## src/rtl/nic_pkg.sv

```systemverilog
package nic_pkg;
  typedef enum logic [1:0] {
    RA_MASK  = 2'd0,
    RA_FLAGS = 2'd1,
    RA_DEPTH = 2'd2
  } nic_addr_e;

  localparam int FLAG_IE  = 0;
  localparam int FLAG_EXL = 1;
  localparam int FLAG_OVF = 2;
endpackage

```

## src/rtl/nic_arbiter.sv

```systemverilog
module nic_arbiter #(
  parameter int N_SRC = 8,
  parameter int LVL_W = 3,
  localparam int IDW  = (N_SRC > 1) ? $clog2(N_SRC) : 1
) (
  input  logic [N_SRC-1:0]       req,
  input  logic [N_SRC*LVL_W-1:0] prio,
  input  logic [LVL_W-1:0]       floor_lvl,
  output logic                   win_vld,
  output logic [IDW-1:0]         win_id,
  output logic [LVL_W-1:0]       win_lvl
);
  logic [LVL_W-1:0] lvl_arr [N_SRC];
  logic [N_SRC-1:0] elig;

  for (genvar g = 0; g < N_SRC; g++) begin : g_src
    assign lvl_arr[g] = prio[g*LVL_W +: LVL_W];
    assign elig[g]    = req[g] && (lvl_arr[g] != '0) && (lvl_arr[g] > floor_lvl);
  end

  // Ascending scan with strict compare: lowest index keeps a tie.
  always_comb begin
    win_vld = 1'b0;
    win_id  = '0;
    win_lvl = '0;
    for (int i = 0; i < N_SRC; i++) begin
      if (elig[i] && (!win_vld || lvl_arr[i] > win_lvl)) begin
        win_vld = 1'b1;
        win_id  = IDW'(i);
        win_lvl = lvl_arr[i];
      end
    end
  end
endmodule

```

## src/rtl/nic_lvl_stack.sv

```systemverilog
module nic_lvl_stack #(
  parameter int DEPTH = 4,
  parameter int W     = 3,
  localparam int PW   = (DEPTH > 1) ? $clog2(DEPTH) : 1,
  localparam int CW   = $clog2(DEPTH + 1)
) (
  input  logic          clk,
  input  logic          rst,
  input  logic          push,
  input  logic          pop,
  input  logic [W-1:0]  din,
  output logic [W-1:0]  top,
  output logic [CW-1:0] count,
  output logic          ovf
);
  logic [W-1:0] mem [DEPTH];
  logic         full;
  logic         empty;
  logic [PW-1:0] top_idx;

  assign full    = (count == CW'(DEPTH));
  assign empty   = (count == '0);
  assign top_idx = PW'(count - CW'(1));
  assign top     = mem[top_idx];

  // Storage without reset so it can map to distributed RAM.
  always_ff @(posedge clk) begin
    if (push && !full) mem[PW'(count)] <= din;
  end

  always_ff @(posedge clk) begin
    if (rst) begin
      count <= '0;
      ovf   <= 1'b0;
    end else if (push) begin
      if (full) ovf   <= 1'b1;
      else      count <= count + CW'(1);
    end else if (pop && !empty) begin
      count <= count - CW'(1);
    end
  end
endmodule

```

## src/rtl/nest_irq_ctrl.sv

```systemverilog
module nest_irq_ctrl #(
  parameter int N_SRC     = 8,
  parameter int LVL_W     = 3,
  parameter int STK_DEPTH = 4,
  localparam int IDW      = (N_SRC > 1) ? $clog2(N_SRC) : 1,
  localparam int CW       = $clog2(STK_DEPTH + 1),
  localparam int REG_W    = (LVL_W > CW) ? ((LVL_W > 3) ? LVL_W : 3) : ((CW > 3) ? CW : 3)
) (
  input  logic                   clk,
  input  logic                   rst,
  input  logic [N_SRC-1:0]       irq_req,
  input  logic [N_SRC*LVL_W-1:0] irq_prio,
  input  logic                   eret,
  input  logic                   sw_wr,
  input  logic [1:0]             sw_addr,
  input  logic [REG_W-1:0]       sw_wdata,
  output logic [REG_W-1:0]       sw_rdata,
  output logic                   ack,
  output logic [IDW-1:0]         ack_id,
  output logic [LVL_W-1:0]       ack_lvl,
  output logic [LVL_W-1:0]       cur_mask,
  output logic                   exl,
  output logic                   ie,
  output logic                   stk_ovf
);
  import nic_pkg::*;

  logic             win_vld;
  logic [IDW-1:0]   win_id;
  logic [LVL_W-1:0] win_lvl;
  logic             accept;
  logic             pop;
  logic [LVL_W-1:0] stk_top;
  logic [CW-1:0]    stk_cnt;
  nic_addr_e        addr_e;
  logic [REG_W-1:0] rd_mux;

  nic_arbiter #(.N_SRC(N_SRC), .LVL_W(LVL_W)) u_arb (
    .req       (irq_req),
    .prio      (irq_prio),
    .floor_lvl (cur_mask),
    .win_vld   (win_vld),
    .win_id    (win_id),
    .win_lvl   (win_lvl)
  );

  assign accept = win_vld && ie && !exl && !eret && !sw_wr;
  assign pop    = eret && (stk_cnt != '0);

  nic_lvl_stack #(.DEPTH(STK_DEPTH), .W(LVL_W)) u_stk (
    .clk   (clk),
    .rst   (rst),
    .push  (accept),
    .pop   (pop),
    .din   (cur_mask),
    .top   (stk_top),
    .count (stk_cnt),
    .ovf   (stk_ovf)
  );

  assign addr_e = nic_addr_e'(sw_addr);

  always_comb begin
    rd_mux = '0;
    case (addr_e)
      RA_MASK:  rd_mux = REG_W'(cur_mask);
      RA_FLAGS: begin
        rd_mux[FLAG_IE]  = ie;
        rd_mux[FLAG_EXL] = exl;
        rd_mux[FLAG_OVF] = stk_ovf;
      end
      RA_DEPTH: rd_mux = REG_W'(stk_cnt);
      default:  rd_mux = '0;
    endcase
  end

  always_ff @(posedge clk) begin
    if (rst) begin
      cur_mask <= '0;
      exl      <= 1'b0;
      ie       <= 1'b0;
      ack      <= 1'b0;
      ack_id   <= '0;
      ack_lvl  <= '0;
      sw_rdata <= '0;
    end else begin
      ack      <= accept;
      sw_rdata <= rd_mux;
      if (accept) begin
        ack_id   <= win_id;
        ack_lvl  <= win_lvl;
        cur_mask <= win_lvl;
        exl      <= 1'b1;
      end
      if (sw_wr) begin
        case (addr_e)
          RA_MASK:  cur_mask <= sw_wdata[LVL_W-1:0];
          RA_FLAGS: begin
            ie  <= sw_wdata[FLAG_IE];
            exl <= sw_wdata[FLAG_EXL];
          end
          default: ;
        endcase
      end
      // Return has the last word on the flag and the mask.
      if (eret) begin
        exl <= 1'b0;
        if (pop) cur_mask <= stk_top;
      end
    end
  end
endmodule

```

## config.mk

```make
export PLATFORM = sky130hd
export DESIGN_NAME = nest_irq_ctrl
export DESIGN_NICKNAME = d
export VERILOG_FILES = /design/src/rtl/nic_pkg.sv /design/src/rtl/nic_arbiter.sv /design/src/rtl/nic_lvl_stack.sv /design/src/rtl/nest_irq_ctrl.sv
export SDC_FILE = /design/constraint.sdc
export NUM_CORES = 1
export LEC_CHECK = 0
export ABC_AREA = 1
export BUFFER_PORTS_ARGS = -buffer_cell sky130_fd_sc_hd__buf_2
export CORE_MARGIN = 5
export CORE_UTILIZATION = 51
export CTS_BUF_LIST = sky130_fd_sc_hd__clkbuf_16
export CTS_CLUSTER_DIAMETER = 50
export DETAILED_ROUTE_END_ITERATION = 8
export PLACE_DENSITY = 0.76
export SYNTH_ARGS = -nofsm -noshare
export SYNTH_HDL_FRONTEND = slang
export SYNTH_SLANG_ARGS = --single-unit
```

## constraint.sdc

```tcl
create_clock -name clk -period 7.96 [get_ports clk]
set_input_delay 0.796 -clock clk [delete_from_list [all_inputs] [get_ports clk]]
set_output_delay 0.796 -clock clk [all_outputs]
set_load 0.03 [all_outputs]
```

# After elaboration in Yosys (flattened, before gate mapping)
# Memories as Yosys holds them, arrays and structs flattened.
# Index checks and enable logic that the tools add are counted.
# word_totals
regBits	19
latch_bits	0
ram_bits	12
romBits	0
in_bits	41
out_inout_bits	16
elab_cells	133
mem_count	1
# memory_table
memory	words	width	read_ports	rd_ports_with_merged_regs	wr	line	source
u_stk.mem	4	3	1	0	1	nic_lvl_stack.sv:16	logic [W-1:0] mem [DEPTH];
# op_classes
n_addsub	2
multipliers	0
div	0
order_cmp	15
n_eq_ne	4
shifts	0
mux	37
n_bitwise	0
reduce_logical	65
# op_table
cell	count
3-bit 2-to-1 mux	20
3-bit > comparator	15
1-bit logical AND	30
3-bit nonzero test	9
1-bit 2-to-1 mux	14
1-bit zero test	12
3-bit one-hot mux with 3 select lines	1
1-bit logical OR	7
2-bit AND reduction	3
2-bit 2-to-1 mux	2
3-bit by 1-bit adder with 3-bit output (second input constant)	1
3-bit == test (second input constant)	1
3-bit zero test	1
3-bit by 1-bit subtractor with 3-bit output (second input constant)	1
2-bit by 1-bit == test with 1-bit output (second input constant)	1
2-bit == test (second input constant)	1
2-bit zero test	1
2-bit != test (second input constant)	1
2-bit nonzero test	1
2-bit OR reduction	1

# Longest topological paths before layout
# Gate-level depths: netlist (run 1).
# depth
word_depth	41
mapped_depth	73

# Hierarchy
# From an unflattened synthesis (run 1), not the netlist that was laid out.
# unflattened
hier_cells	440
area_unflattened_um2	3139.3
# modules_own_cells
mod	n_inst	cells_per_inst	area_per_inst_um2
nic_arbiter	1	272	1706.6
nic_lvl_stack	1	72	733.2
nest_irq_ctrl	1	96	699.4

# Least setup slack after synthesis (run 1)
# Ideal clock, no wire load.
# synth_path
kind	reg2reg
startpoint	reg cur_mask[2]
endpoint	reg cur_mask[0]
setup_ns	0.135
t_arrival_ns	8.440
required_ns	7.825
path_slack_ns	-0.615
stages_incl_launch_ff	72
n_path_buf	0
path_cell_list	dfxtp_1 inv_1 ha_1 nand3_1 nand2_1 nor2_2 nand2_4 inv_1 nand2_1 ha_1 a21oi_1 nand2_1 nand2_1 nand3_1 nand2_1 nand2_1 nand2_1 ha_1 [... 36 more ...] nand2_1 nand2_1 nand3_2 inv_1 nand2_1 and2_1 ha_1 nand2_1 o21ai_0 nand2_1 nand2_1 nand2_1 o21ai_0 inv_1 nand2_1 nand2_1 nand2_1 a21oi_1
# synth_between
elab_chain_cells	40
# synth_lines
element	line	source
from (decl)	nest_irq_ctrl.sv:21	output logic [LVL_W-1:0] cur_mask,
from (signal assigned)	nest_irq_ctrl.sv:92	cur_mask <= win_lvl;
from (signal assigned)	nest_irq_ctrl.sv:97	RA_MASK: cur_mask <= sw_wdata[LVL_W-1:0];
from (signal assigned)	nest_irq_ctrl.sv:108	if (pop) cur_mask <= stk_top;
3-bit > comparator	nic_arbiter.sv:18	assign elig[g] = req[g] && (lvl_arr[g] != '0) && (lvl_arr[g] > floor_lvl);
1-bit logical AND	nic_arbiter.sv:18	
3-bit 2-to-1 mux / 1-bit 2-to-1 mux (equally long branches)	nic_arbiter.sv:27	if (elig[i] && (!win_vld || lvl_arr[i] > win_lvl)) begin
3-bit > comparator / 1-bit zero test (equally long branches)	nic_arbiter.sv:27	
1-bit logical OR	nic_arbiter.sv:27	
1-bit logical AND	nic_arbiter.sv:27	
3-bit 2-to-1 mux / 1-bit 2-to-1 mux (equally long branches)	nic_arbiter.sv:27	
3-bit > comparator / 1-bit zero test (equally long branches)	nic_arbiter.sv:27	
[... 21 more ...]	--	
1-bit logical AND	nic_arbiter.sv:27	
1-bit 2-to-1 mux	nic_arbiter.sv:27	
1-bit logical AND (4 in series)	nest_irq_ctrl.sv:47	assign accept = win_vld && ie && !exl && !eret && !sw_wr;
3-bit 2-to-1 mux (*)	nest_irq_ctrl.sv:89	if (accept) begin
3-bit 2-to-1 mux	nest_irq_ctrl.sv:96	case (addr_e)
3-bit 2-to-1 mux (*)	nest_irq_ctrl.sv:95	if (sw_wr) begin
3-bit 2-to-1 mux	nest_irq_ctrl.sv:108	
3-bit 2-to-1 mux (*)	nest_irq_ctrl.sv:106	if (eret) begin
# Every way passes the cells marked *; elsewhere a longest branch is shown, timed or not.
# A chain may end at the register's enable or synchronous reset.

# Worst setup path after layout (run 1)
# layout_path
startpoint	in irq_prio[2]
endpoint	reg cur_mask[0]
# layout_between
elab_chain_cells	41
# layout_lines
element	line	source
from (decl)	nest_irq_ctrl.sv:12	input logic [N_SRC*LVL_W-1:0] irq_prio,
branches (longest 36 deep; another with 3-bit > comparator)	--	
3-bit 2-to-1 mux (*)	nest_irq_ctrl.sv:89	
3-bit 2-to-1 mux	nest_irq_ctrl.sv:96	
3-bit 2-to-1 mux (*)	nest_irq_ctrl.sv:95	
3-bit 2-to-1 mux	nest_irq_ctrl.sv:108	
3-bit 2-to-1 mux (*)	nest_irq_ctrl.sv:106	
# Every way passes the cells marked *.

==> impl_metrics.tcl, run 1 <==
set metrics [dict create \
    status "complete, but fails checks" \
    failed_checks "setup timing" \
    hold_path_depth 2 \
    drt_pre_antenna_iters 7 \
    grt_pass1_wl_mm 15.4 \
    kind_of_path_behind_the_tightest_hold_check "reg2reg" \
    num-fill-cells 304 \
    boundaryPins 57 \
    worstPathArrival_ns 9.04 \
    cts_made_buffers 5 \
    placed_cells_incl_taps 611 \
    final_core_density_pct 85.0 \
    instances_no_fill 657 \
    routed.top_layer "met4" \
    final-setup-viol-count 9 \
    clock_path_buffers 2 \
    reg2reg_slack_ns -0.74 \
    first_global_vias 3496 \
    detailroute.via_count 3741 \
    final_nets 672 \
    timing.critical_path.buf_inv 6 \
    rows 28 \
    power.density_nw_per_um2 338 \
    synth.yosys.warnings 0 \
    report.final.slew_viol_count 0 \
    met2_wirelength_mm 5.89 \
    crit-reg2reg-launch "cur_mask[2]" \
    wl_per_cell_um 18.1 \
    gp_routability_congestion 0.852 \
    timing.rr.end "cur_mask[0]" \
    globalRouteOverflowTotal 0 \
    insertedDiodeCount 0 \
    synth-seq-area-share_pct 24.7 \
    maximum_number_of_pins_on_one_net_before_global_route_repair 15 \
    relSlewSlack_pct 28.5 \
    asyncSetResetFlopFracSynth_pct 0 \
    detail_route.wirelength_mm 11.9 \
    area.sequential_sq_um 743 \
    post-route-min-period_ns 8.91 \
    placement.io_buffers 56 \
    clock-skew-final_ns 0.00812 \
    detail_route.wirelength.met1_mm 4.43 \
    number_of_antenna_violations_at_the_first_check_in_global_routing 0 \
    synth.distinct_cells 39 \
    critical-path-top-delay-family "simple AND/OR/NAND/NOR gates" \
    first_iter_violations 226 \
    min-delay-start "ack_lvl[2]" \
    holdPathEnd "ack_lvl[2]" \
    timing_worst_setup_path_type "in2reg" \
    synth_enable_flop_cells 12 \
    dieArea_sq_um 7520 \
    longest_individual_stage_delay_on_the_worst_path_ns 0.30 \
    layout_setup_ws_ns -0.954 \
    worstPathMaxFanout 7 \
    post-route-period-util_pct 112 \
    critPathLaunchType "input port" \
    worst_skew_pair.late_latency_ns 0.27 \
    clk_pin_slew_worst_paths_ns 0.05 \
    multi_input_area_sq_um 2670 \
    detailed_place.area_sq_um 3990 \
    worst_slew_pin_slew_ns 1.06 \
    stdcell_area_sq_um 4940 \
    die_h_um 86.7 \
    worstSetupEndpointType "flip-flop" \
    critPathSlowestCell "sky130_fd_sc_hd__ha_4" \
    ir_drop_mv 0.288 \
    maxCapViolCount 0 \
    gr-usage-all-layers_pct 25.5 \
    wl_met3_um 720 \
    timing.critical_path.required_ns 8.09 \
    setup_repair_after_global_routing_missed_its_margin "yes" \
    syn-mean-instance-area_sq_um 7.11 \
    drt_drc_violations_left 0 \
    post_synth_instance_area_sq_um 3000 \
    final_hpwl_dp_mm 6.53 \
    viasPerCell 5.69 \
    synthFlopType "sky130_fd_sc_hd__dfxtp_1" \
    die_width_um 86.7 \
    tritoncts_num_sinks 31 \
    r2r_cells 68 \
    most_frequent_cell_on_the_critical_path "sky130_fd_sc_hd__nand2_2" \
    clock_tree_from_tritoncts "yes" \
    drive_gt1_share_pct 51.2 \
    cts_root_buffer "sky130_fd_sc_hd__clkbuf_16" \
    final-hold-violation-count 0 \
    max_freq_mhz 112 \
    ctsHtreeMaxLevel 2 \
    static-leakage-power_nw 2.47 \
    route.antenna.remaining_nets 0 \
    mappedNetlistNets 513 \
    core-area_sq_um 5820 \
    start_util_pct 51.6 \
    postSynthRegisterBits 31 \
    areaGrowthSynthToFinish_pct 64.7 \
    cell_count_after_synthesis 422 \
]
[cell type report]
| cell class | count | area share (%) |
|---|---|---|
| Multi-Input combinational cell | 324 | 54.0 |
| Timing Repair Buffer | 155 | 21.2 |
| Sequential cell | 31 | 15.0 |
| Inverter | 64 | 5.12 |
| Clock buffer | 5 | 2.53 |
| Tap cell | 75 | 1.90 |
| Clock inverter | 3 | 0.253 |
[cells by family (layout without fill, tap and decap cells)]
family	count (synthesis)	after routing	synth area share, %
buffers and inverters	67	227	8.51
AND/OR/NAND/NOR	201	201	30.6
XOR/XNOR	1	1	0.292
flip-flops	31	31	24.7
adder cells (fa/ha/maj)	50	50	20.9
AO/OA/AOI/OAI	72	72	15.1
[per-stage QoR]
stage / setup slack (ns) / power (mW) / setup TNS [ns] / hold slack, ns
CTS: -0.210 / 1.39 / -1.30 / 0.481
global route: -1.42 / 1.76 / -12.19 / 0.529
floorplan: 0.0127 / 0.715 / 0 / 0.493
detailed placement: -0.768 / 1.03 / -5.86 / 0.467
global placement: -0.460 / 0.991 / -3.13 / 0.453
finish: -0.954 / 1.67 / -8.04 / 0.478
[layout by cell type, fill, tap and decap left out, drive strengths merged, types with 9 or more instances in the layout]
cell and count:
dfxtp 19, buf 155, nor2 39, edfxtp 12, nand2 98, nand3 49
ha 50, o21ai 28, and2 9, a21oi 23, inv 65
[per-layer routing]
metal  track usage [%]  vias to the layer above
met5                 0                        -
met4              10.6                        0
met3              3.71                       80
met2              47.0                      173
met1              28.9                     1742
li1                  -                     1746
[power breakdown]
part           switching, mW  leakage, nW  internal (mW)
Sequential            0.0136        0.265          0.184
Combinational          0.677         2.13          0.620
Clock                 0.0641       0.0724          0.113
Total                  0.754         2.47          0.917
[cells in the mapped netlist, types with 2 or more instances]
cell type                  instances  area share (%)
sky130_fd_sc_hd__a211oi_1          4             1.0
sky130_fd_sc_hd__a21oi_1          21             3.5
sky130_fd_sc_hd__a21oi_2           2            0.58
sky130_fd_sc_hd__a31oi_1           4            0.83
sky130_fd_sc_hd__and2_1            7             1.5
sky130_fd_sc_hd__and2_2            2            0.50
sky130_fd_sc_hd__clkbuf_1          2            0.25
sky130_fd_sc_hd__dfxtp_1          19              13
sky130_fd_sc_hd__edfxtp_1         12              12
sky130_fd_sc_hd__ha_1             50              21
sky130_fd_sc_hd__inv_1            59             7.4
sky130_fd_sc_hd__inv_2             4            0.50
sky130_fd_sc_hd__nand2_1          93              12
sky130_fd_sc_hd__nand2_2           3            0.63
sky130_fd_sc_hd__nand2_4           2            0.75
sky130_fd_sc_hd__nand3_1          46             7.7
sky130_fd_sc_hd__nand3_4           2             1.2
sky130_fd_sc_hd__nor2_1           37             4.6
sky130_fd_sc_hd__nor3_1            4            0.67
sky130_fd_sc_hd__o211ai_1          2            0.50
sky130_fd_sc_hd__o21ai_0          21             3.5
sky130_fd_sc_hd__o21ai_1           4            0.67
sky130_fd_sc_hd__o21ai_2           2            0.58
sky130_fd_sc_hd__o221ai_1          2            0.58
sky130_fd_sc_hd__o31ai_1           2            0.50
sky130_fd_sc_hd__o32ai_1           3            0.88
[registers in the layout (all words and copies together), names as in the netlist]
signal,cells
u_stk.ovf,1
cur_mask,3
sw_rdata,3
u_stk.count,3
u_stk.mem,12
ack_lvl,3
ack_id,3
ack,1
exl,1
ie,1
[timing repair]
item / CTS / global route
hold buffers: 0 / 0
endpoints found under the setup margin: 9 / 9
resized for setup: 55 / 56
cloned: 0 / 0
pin swaps: 42 / 67
buffers inserted: 26 / 12
[worst max path at each step]
| stage | from | end | slack, ns | cells after the start |
|---|---|---|---|---|
| finish | irq_prio[2] | cur_mask[0] | -0.95 | 68 |
| global route | irq_prio[2] | cur_mask[1] | -1.42 | 69 |
| CTS | irq_prio[2] | cur_mask[0] | -0.21 | 70 |
| global placement | irq_prio[2] | cur_mask[2] | -0.46 | 68 |
| detailed placement | irq_prio[2] | ack_lvl[2] | -0.77 | 69 |
| floorplan | irq_prio[2] | cur_mask[1] | 0.01 | 69 |
[worst min-delay path: stages, from the launching register on]
cell and delay (ns):
sky130_fd_sc_hd__dfxtp_1 0.31, sky130_fd_sc_hd__nand2_1 0.06, sky130_fd_sc_hd__a21oi_1 0.06
Power figures use the tool's default switching activity.
==> run 2, diff against run 1 <==
ABC_AREA = 0   (was 1)
==> run 2 against run 1 <==
  * The flow still finishes with violations (setup timing)
  * Synthesized cell count fell by 20%
  * Worst setup slack got worse by 1.2 ns
  * Clock skew fell by 0.0024 ns
  * Fmax fell by 12%
  * Largest power group unchanged
  * Largest cell class unchanged
  * Die area rose by 2.2%
==> impl_metrics.tcl, run 2 <==
set metrics [dict create \
    cts_root_buffer "sky130_fd_sc_hd__clkbuf_16" \
    ir_drop_mv 0.286 \
    maxCapViolCount 0 \
    timing.critical_path.required_ns 8.11 \
    final-setup-viol-count 9 \
    worstPathArrival_ns 10.23 \
    placed_cells_incl_taps 532 \
    wl_per_cell_um 18.6 \
    report.final.slew_viol_count 0 \
    post_synth_instance_area_sq_um 3070 \
    worstSetupEndpointType "flip-flop" \
    largest_reg_flops 12 \
    final-hold-violation-count 0 \
    drt_drc_violations_left 0 \
    failed_checks "setup timing" \
    synth.cells.most_frequent "50 x sky130_fd_sc_hd__ha_1, 29 x sky130_fd_sc_hd__nor2_1, 25 x sky130_fd_sc_hd__inv_1, 19 x sky130_fd_sc_hd__dfxtp_1, 16 x sky130_fd_sc_hd__nor2b_1" \
    critPathSlowestCell "sky130_fd_sc_hd__ha_1" \
    placement.io_buffers 56 \
    setup_repair_after_global_routing_missed_its_margin "yes" \
    globalRouteOverflowTotal 0 \
    maximum_number_of_pins_on_one_net_before_global_route_repair 27 \
    instances_no_fill 568 \
    cts_made_buffers 5 \
    synthFlopType "sky130_fd_sc_hd__dfxtp_1" \
    worst_slew_pin_slew_ns 1.32 \
    areaGrowthSynthToFinish_pct 50.9 \
    clk_pin_slew_worst_paths_ns 0.05 \
    final_core_density_pct 78.8 \
    longest_individual_stage_delay_on_the_worst_path_ns 0.32 \
    die_h_um 87.6 \
    first_global_vias 3534 \
    synth.distinct_cells 66 \
    final_nets 583 \
    clock_path_buffers 2 \
    synth-seq-area-share_pct 24.1 \
    drive_gt1_share_pct 46.0 \
    synthMostInstantiatedCell "sky130_fd_sc_hd__ha_1" \
    drt_pre_antenna_iters 5 \
    synth_enable_flop_cells 12 \
    max_freq_mhz 99.3 \
    layout.cells.most_common_list "94 x sky130_fd_sc_hd__buf_4, 55 x sky130_fd_sc_hd__buf_2, 43 x sky130_fd_sc_hd__ha_1" \
    insertedDiodeCount 0 \
    number_of_antenna_violations_at_the_first_check_in_global_routing 0 \
    worst_skew_pair.late_latency_ns 0.27 \
    asyncSetResetFlopFracSynth_pct 0 \
    post-route-min-period_ns 10.07 \
    route.antenna.remaining_nets 0 \
    synth.top_cell.area_share_pct 20.4 \
    critPathLaunchType "input port" \
    timing_worst_setup_path_type "in2reg" \
    num-fill-cells 371 \
    timing.critical_path.buf_inv 3 \
    commonest_non_fill_non_tap_cell_in_the_layout "sky130_fd_sc_hd__buf_4" \
    final_hpwl_dp_mm 7.28 \
    kind_of_path_behind_the_tightest_hold_check "reg2reg" \
    detailroute.via_count 3448 \
    power.density_nw_per_um2 417 \
    detail_route.wirelength_mm 10.6 \
    post-synth-top-area-cell "sky130_fd_sc_hd__ha_1" \
    status "complete, but fails checks" \
    core-area_sq_um 5890 \
    viasPerCell 6.07 \
    mappedNetlistNets 430 \
    relSlewSlack_pct 12.1 \
    syn-mean-instance-area_sq_um 9.07 \
    gp_routability_congestion 0.838 \
    gr-usage-all-layers_pct 26.2 \
    cell_count_after_synthesis 339 \
    postSynthRegisterBits 31 \
    grt_pass1_wl_mm 16.0 \
    worstPathMaxFanout 6 \
    boundaryPins 57 \
    die_width_um 87.6 \
    first_iter_violations 210 \
    synth.yosys.warnings 0 \
    most_frequent_cell_on_the_critical_path "sky130_fd_sc_hd__ha_1" \
    final.hold.worst_slack_ns 0.488 \
    post-route-period-util_pct 127 \
    max_flop_register "u_stk.mem" \
    rows 28 \
    start_util_pct 52.2 \
    critical-path-top-delay-family "compound AO/OA/AOI/OAI gates" \
    ctsHtreeMaxLevel 2 \
    dieArea_sq_um 7680 \
    clock-skew-final_ns 0.00572 \
    yosys-top-cells-area "sky130_fd_sc_hd__ha_1 20%, sky130_fd_sc_hd__dfxtp_1 12%, sky130_fd_sc_hd__edfxtp_1 12%" \
    tritoncts_num_sinks 31 \
    clock_tree_from_tritoncts "yes" \
    layout_setup_ws_ns -2.11 \
    static-leakage-power_nw 2.10 \
]
## run 2: cell types whose count changed after synthesis, sizes merged, moves of 10 or more
cell   before  now
nand3      49   11
o21a        0   16
a31oi       4   15
nor2b       0   16
nor2       39   29
o21ai      28   16
nand2      98   10
o31ai       2   12
inv        63   25
## run 2: layout make-up
| type | instances | area [sq um] | area share [%] |
|---|---|---|---|
| flip-flops and latches | 31 | 743 | 16.0 |
| inverters | 25 | 93.8 | 2.02 |
| multi-input cells | 277 | 2550 | 55.0 |
| clock buffers | 5 | 125 | 2.70 |
| well taps | 75 | 93.8 | 2.02 |
| repair buffers | 152 | 1020 | 22.0 |
| clock inverters | 3 | 11.3 | 0.243 |
## run 2: kinds of logic after synthesis
logic type	synth area share, %
mux	3.83
fa+ha+maj	20.4
flops	24.1
compound gates	30.6
simple gates	16.7
buf+inv	3.87
xor+xnor	0.570
## run 2: repair_timing
item,in CTS,in global routing
setup endpoints to repair,9,9
hold buffers,0,0
buffers inserted,20,8
gates resized for setup,23,19
endpoints found under the hold margin,0,0
pin swaps,21,13
## run 2: where the power goes
| group | internal, mW | switching, mW |
|---|---|---|
| combinational | 0.790 | 0.756 |
| sequential | 0.193 | 0.0229 |
| clock | 0.112 | 0.0622 |
## run 2: per-stage QoR
stage / area, sq um / power, mW / setup TNS [ns] / worst slack [ns]
6_report: 4640 / 1.94 / -18.32 / -2.11
3_3_place_gp: 4070 / 1.39 / -17.18 / -1.99
5_1_grt: 4640 / 2.06 / -22.12 / -2.51
3_5_place_dp: 4070 / 1.45 / -21.36 / -2.46
4_1_cts: 4480 / 1.78 / -15.79 / -1.83
2_1_floorplan: 3210 / 0.982 / -14.36 / -1.67
## run 2: path summary, 6_finish.rpt
| kind | cells past startpoint | slack (ns) | to | from |
|---|---|---|---|---|
| worst max-delay path | 57 | -2.11 | ack_lvl[2] | irq_prio[1] |
| worst min register to register | 2 | 0.49 | ie | ie |
| worst min-delay path | 2 | 0.49 | ie | ie |
| worst max register to register | 57 | -1.93 | ack_lvl[2] | cur_mask[1] |
## run 2: worst min-delay path: stages (launching register included)
cell,delay [ns]
sky130_fd_sc_hd__dfxtp_1,0.33
sky130_fd_sc_hd__nand2_1,0.06
sky130_fd_sc_hd__a21oi_1,0.05
## run 2: layer usage
layer / GRT usage, % / wire length (um) / up-vias
met4: 14.2 / 493 / 0
met3: 3.67 / 526 / 44
met5: 0 / 0 / -
met2: 48.6 / 5510 / 137
li1: - / - / 1621
met1: 28.6 / 4040 / 1646
